`src/rtl/rate_gen_pkg.sv`:
```
package rate_gen_pkg;
  localparam int unsigned COARSE_W = 3;
  localparam int unsigned FINE_W   = 11;
  localparam int unsigned TAB_N    = 1 << COARSE_W;
  localparam int unsigned FACT_W   = 8;

  typedef logic [COARSE_W-1:0] coarse_t;
  typedef logic [FINE_W-1:0]   fine_t;
  typedef logic [TAB_N-1:0][FACT_W-1:0] fact_tab_t;

  typedef struct packed {
    coarse_t coarse;
    fine_t   fine;
  } rate_cfg_t;
endpackage

```
`src/rtl/rate_div_calc.sv`:
```
module rate_div_calc
  import rate_gen_pkg::*;
#(
  parameter int unsigned DIV_W     = 16,
  parameter int unsigned BASE_STEP = 384,
  parameter int unsigned FRAC_W    = 4,
  parameter int unsigned MIN_DIV   = 2,
  parameter fact_tab_t   COARSE_TAB = '0,
  parameter fact_tab_t   FINE_TAB   = '0
) (
  input  rate_cfg_t        cfg_i,
  output logic [DIV_W-1:0] div_o
);
  localparam int unsigned ACC_W = 32;
  localparam logic [ACC_W-1:0] DIV_MAX = ACC_W'((64'd1 << DIV_W) - 64'd1);

  logic [FACT_W-1:0] coarse_fac;
  logic [FACT_W-1:0] fine_fac;
  logic [ACC_W-1:0]  base_term;
  logic [ACC_W-1:0]  fine_prod;
  logic [ACC_W-1:0]  frac_term;
  logic [ACC_W-1:0]  raw_div;
  logic [ACC_W-1:0]  sat_div;

  assign coarse_fac = COARSE_TAB[cfg_i.coarse];
  assign fine_fac   = FINE_TAB[cfg_i.coarse];

  assign base_term = ACC_W'(coarse_fac) * ACC_W'(BASE_STEP);
  assign fine_prod = ACC_W'(fine_fac) * ACC_W'(cfg_i.fine);

  // fixed-point fine product, truncated toward zero
  generate
    if (FRAC_W == 0) begin : g_int_fine
      assign frac_term = fine_prod;
    end else begin : g_frac_fine
      assign frac_term = fine_prod >> FRAC_W;
    end
  endgenerate

  assign raw_div = base_term + frac_term;
  assign sat_div = (raw_div > DIV_MAX) ? DIV_MAX : raw_div;

  generate
    if (MIN_DIV > 0) begin : g_clamp
      assign div_o = (sat_div < ACC_W'(MIN_DIV)) ? DIV_W'(MIN_DIV) : sat_div[DIV_W-1:0];
    end else begin : g_noclamp
      assign div_o = sat_div[DIV_W-1:0];
    end
  endgenerate
endmodule

```
`src/rtl/rate_period_cnt.sv`:
```
module rate_period_cnt #(
  parameter int unsigned DIV_W = 16
) (
  input  logic             clk_i,
  input  logic             rst_ni,
  input  logic             restart_i,
  input  logic [DIV_W-1:0] next_div_i,
  output logic             strobe_o,
  output logic [DIV_W-1:0] active_div_o
);
  logic             armed_q;
  logic [DIV_W-1:0] cnt_q;
  logic [DIV_W-1:0] div_q;
  logic             last_cyc;
  logic             load;

  assign last_cyc = armed_q && (cnt_q == div_q - DIV_W'(1));
  // restart and first cycle after reset preempt the boundary reload
  assign load     = restart_i || !armed_q;

  always_ff @(posedge clk_i or negedge rst_ni) begin
    if (!rst_ni) begin
      armed_q <= 1'b0;
      cnt_q   <= '0;
      div_q   <= '0;
    end else if (load) begin
      armed_q <= 1'b1;
      cnt_q   <= '0;
      div_q   <= next_div_i;
    end else if (last_cyc) begin
      cnt_q   <= '0;
      div_q   <= next_div_i;
    end else begin
      cnt_q   <= cnt_q + DIV_W'(1);
    end
  end

  assign strobe_o     = last_cyc;
  assign active_div_o = div_q;
endmodule

```
`src/rtl/rate_gen.sv`:
```
module rate_gen
  import rate_gen_pkg::*;
#(
  parameter int unsigned DIV_W      = 16,
  parameter int unsigned BASE_STEP  = 384,
  parameter int unsigned FRAC_W     = 4,
  parameter int unsigned MIN_DIV    = 2,
  parameter fact_tab_t   COARSE_TAB = {8'd12, 8'd8, 8'd6, 8'd4, 8'd3, 8'd2, 8'd1, 8'd0},
  parameter fact_tab_t   FINE_TAB   = {8'd24, 8'd16, 8'd12, 8'd8, 8'd6, 8'd4, 8'd2, 8'd1}
) (
  input  logic                clk_i,
  input  logic                rst_ni,
  input  logic                restart_i,
  input  logic [COARSE_W-1:0] coarse_i,
  input  logic [FINE_W-1:0]   fine_i,
  output logic                strobe_o,
  output logic [DIV_W-1:0]    divider_o
);
  rate_cfg_t        cfg;
  logic [DIV_W-1:0] next_div;

  assign cfg.coarse = coarse_i;
  assign cfg.fine   = fine_i;

  rate_div_calc #(
    .DIV_W     (DIV_W),
    .BASE_STEP (BASE_STEP),
    .FRAC_W    (FRAC_W),
    .MIN_DIV   (MIN_DIV),
    .COARSE_TAB(COARSE_TAB),
    .FINE_TAB  (FINE_TAB)
  ) u_calc (
    .cfg_i(cfg),
    .div_o(next_div)
  );

  rate_period_cnt #(
    .DIV_W(DIV_W)
  ) u_cnt (
    .clk_i       (clk_i),
    .rst_ni      (rst_ni),
    .restart_i   (restart_i),
    .next_div_i  (next_div),
    .strobe_o    (strobe_o),
    .active_div_o(divider_o)
  );
endmodule

```
`config.mk`:
```
export PLATFORM = sky130hd
export DESIGN_NAME = rate_gen
export DESIGN_NICKNAME = d
export VERILOG_FILES = /design/src/rtl/rate_gen_pkg.sv /design/src/rtl/rate_div_calc.sv /design/src/rtl/rate_period_cnt.sv /design/src/rtl/rate_gen.sv
export SDC_FILE = /design/constraint.sdc
export NUM_CORES = 1
export LEC_CHECK = 0
export ABC_AREA = 1
export ABC_CLOCK_PERIOD_IN_PS = 2600
export BUFFER_PORTS_ARGS = -buffer_cell sky130_fd_sc_hd__buf_4
export CAP_MARGIN = 20
export CORE_MARGIN = 3
export CORE_UTILIZATION = 50
export CTS_CLUSTER_SIZE = 20
export DETAILED_ROUTE_END_ITERATION = 16
export GPL_TIMING_DRIVEN = 0
export PLACE_DENSITY = 0.68
export SKIP_LAST_GASP = 1
export SYNTH_ARGS = -nofsm -noshare
export SYNTH_HDL_FRONTEND = slang
export SYNTH_HIERARCHICAL = 1
export SYNTH_SLANG_ARGS = --single-unit
```
`constraint.sdc`:
```
create_clock -name clk_i -period 2.6 [get_ports clk_i]
set_clock_uncertainty 0.1 [all_clocks]
set_input_delay 0.65 -clock clk_i [delete_from_list [all_inputs] [get_ports clk_i]]
set_output_delay 0.65 -clock clk_i [all_outputs]
set_load 0.02 [all_outputs]
```
==> results.toml <==
[status]
status = "finished, violations left"
failed_checks = "negative setup slack"

[global_routing]
grt_pass1_vias = 4376
use_met1_pct = 34.05
gr-usage-met3_pct = 3.253
grt-ovfl-total = 0
grt.met2_usage_pct = 40.10
grt_max_degree = 34
grt_first_pass_wirelength_um = 19990
track_usage_pct = 24.49
antenna_found_initial = 0
busiest_layer = "met2"

[placement]
dp_cells = 811
place_congestion = 0.8812
place_ws_ns = -3.202
post-dp-hpwl_um = 8646
port-buffer-count = 33

[finish]
n_antenna_cell = 0
fin_cells = 872
area_growth_pct = 33.72
fin_nets = 857
drive_gt1_share_pct = 30.64

[setup_path]
startpoint_type = "input port"
worstPathRequired_ns = 2.68
rr_worst_depth = 15
endpoint = "u_cnt/active_div_o[0]$_DFFE_PN0P_"
worstPathMaxFanout = 5
reg2reg_from = "u_cnt/active_div_o[0]$_DFFE_PN0P_"
slowest_delay_ns = 0.49
setup.worst_path.start = "coarse_i[0]"
timing.rr.end = "u_cnt/cnt_q[10]$_DFF_PN0_"
critical_path_class = "input port to register"
crit_path_end_kind = "register"
crit_slowest_cell = "fa_1"
rrSetupSlack_ns = 0.14
arrival_ns = 5.37

[cts]
clock_tree.root_cell = "clkbuf_8"
holdBufCountCts = 0
clk_pin_slew_ns = 0.07
clock_latency_ns = 0.28
cts.path.max_buffers = 2
clock-sinks = 33
cts_tree = "yes"
numCtsBuffers = 5
htree_levels = 2

[synthesis]
avgSynthCellArea_um2 = 6.702
ys_seq_elements = 33
syn_area_um2 = 4497
ys_async_sr_fraction_pct = 100.0
yosysUniqueCellTypes = 34
synth-edff-count = 0
ys_warn_count = 6
ys_seq_area_share_pct = 18.36
synthFlopType = "dfrtp_1"
syn_inst = 671

[routing]
drt-pass1-iter-count = 4
first_iter_violations = 182
dr_total_vias = 4497
drc = 0
wirelength_um = 11960
ant_nets = 0
route.detailed.wl_per_inst_um = 13.72
viasPerCell = 5.157

[timing]
slew_headroom_pct = 65.04
fmax_mhz = 189.1
hold_viol = 0
tightest_slew_ns = 0.5244
finalCritPeriodShare_pct = 203.4
slew_viol_final = 0
finalSetupViolCount = 15
rsz0062_at_grt = "true"
fin_crit_ns = 5.288
fin_ws_ns = -2.688
whs_ns = 0.1952

[die]
ios = 34
initial_utilization_pct = 53.13
die_h_um = 100.8
dieWidth_um = 100.8
fp-row-count = 33
fp.dieArea_um2 = 10170
coreArea_um2 = 8464

[power]
peakVddDrop_v = 0.0003758
power.density_nw_per_um2 = 612.5
leakage_nw = 3.253

[job]
maxCapViolCount = 0

[min_path]
worstHoldPathType = "input port to async pin"
cells in the mapped netlist (4+ instances only):
library cell,n,share of area (%)
nor2_1,102,8.5
nand3_2,4,0.89
clkbuf_1,6,0.50
a21oi_1,13,1.4
xor2_1,17,3.3
nand4_1,8,1.1
dfrtp_1,33,18
nand2_1,159,13
nor2_2,10,1.4
o21ai_0,9,1.0
inv_1,135,11
nand3_1,59,6.6
nand2_2,5,0.70
fa_1,30,13
xnor2_1,10,1.9
ha_1,44,12
registers in the layout, summed over array words and instances, names as in the netlist:
| register | flops |
|---|---|
| u_cnt/cnt_q | 16 |
| u_cnt/armed_q | 1 |
| u_cnt/active_div_o | 16 |
metrics by stage:
| step | utilization [%] | total power, mW | setup TNS (ns) | area, µm² |
|---|---|---|---|---|
| floorplan | - | 2.164 | -24.67 | 4721 |
| global placement | 60.25 | 2.627 | -31.95 | 5100 |
| detailed placement | 60.25 | 2.670 | -32.20 | 5100 |
| CTS | 68.96 | 3.538 | -27.27 | 5837 |
| global route | 71.04 | 3.996 | -31.55 | 6013 |
| finish | 71.04 | 3.683 | -28.86 | 6013 |
cells by family (layout without fill, tap and decap cells):
group | Yosys count | after routing | share of synthesized area, %
adder cells (fa/ha/maj) | 74 | 74 | 25.60
other | 2 | 4 | 0.1670
buffers and inverters | 151 | 245 | 13.19
AND/OR/NAND/NOR | 359 | 359 | 34.47
XOR/XNOR | 27 | 27 | 5.259
AO/OA/AOI/OAI | 25 | 25 | 2.949
flip-flops | 33 | 33 | 18.36
how the worst min path moves through the flow:
stage | end | cells after the start | slack, ns
6_report | u_cnt/armed_q$_DFFE_PN0N_ | 1 | 0.20
5_1_grt | u_cnt/armed_q$_DFFE_PN0N_ | 1 | 0.22
4_1_cts | u_cnt/armed_q$_DFFE_PN0N_ | 1 | 0.21
3_5_place_dp | u_cnt/cnt_q[0]$_DFF_PN0_ | 1 | 0.40
3_3_place_gp | u_cnt/cnt_q[0]$_DFF_PN0_ | 1 | 0.40
2_1_floorplan | u_cnt/active_div_o[0]$_DFFE_PN0P_ | 0 | 0.25
cells in the final DEF (no fill, tap or decap), drive strengths merged:
cell / n
a21oi: 13
buf: 93
a31oi: 1
xnor2: 10
or2: 1
inv: 136
fa: 30
nor3: 2
nand4: 8
conb: 4
o21ai: 10
nand2: 165
nand3: 63
o21bai: 1
ha: 44
clkbuf: 13
clkinv: 3
nand3b: 3
xor2: 17
nor2: 113
dfrtp: 33
and2: 3
nor3b: 1
report_power, final:
part           switching [mW]  internal [mW]
Sequential              0.185          0.610
Combinational            1.35           1.10
Clock                   0.191          0.239
what timing repair did:
item,in CTS,in global routing
resized for setup,81,29
setup buffers,42,10
endpoints found under the setup margin,15,15
cloned,1,0
hold endpoints to repair,0,0
pin swaps,42,20
layer usage:
layer,up-vias,share of wire [%]
li1,2205,-
met1,2164,45
met2,106,48
met3,22,4.7
met4,0,1.8
met5,-,0
layout make-up:
| cell class | instances | area, µm² |
|---|---|---|
| plain buffers | 13 | 108.9 |
| clock buffers | 7 | 96.34 |
| clock inverters | 1 | 5.005 |
| fillers | 719 | 2451 |
| inverters | 138 | 524.3 |
| multi-input cells | 489 | 3625 |
| flip-flops and latches | 33 | 829.5 |
| well taps | 105 | 131.4 |
| repair buffers | 86 | 693.2 |
critical path: cells and delay by family:
kind,cells,cell delay (ns)
AOI/OAI and AO/OA,1,0.18
and+or+nand+nor,17,1.42
xor gates and xnor gates,1,0.16
buffers and inverters,6,0.45
adders and majority gates,7,2.49
Note: power is estimated with default switching activity, not from simulation.
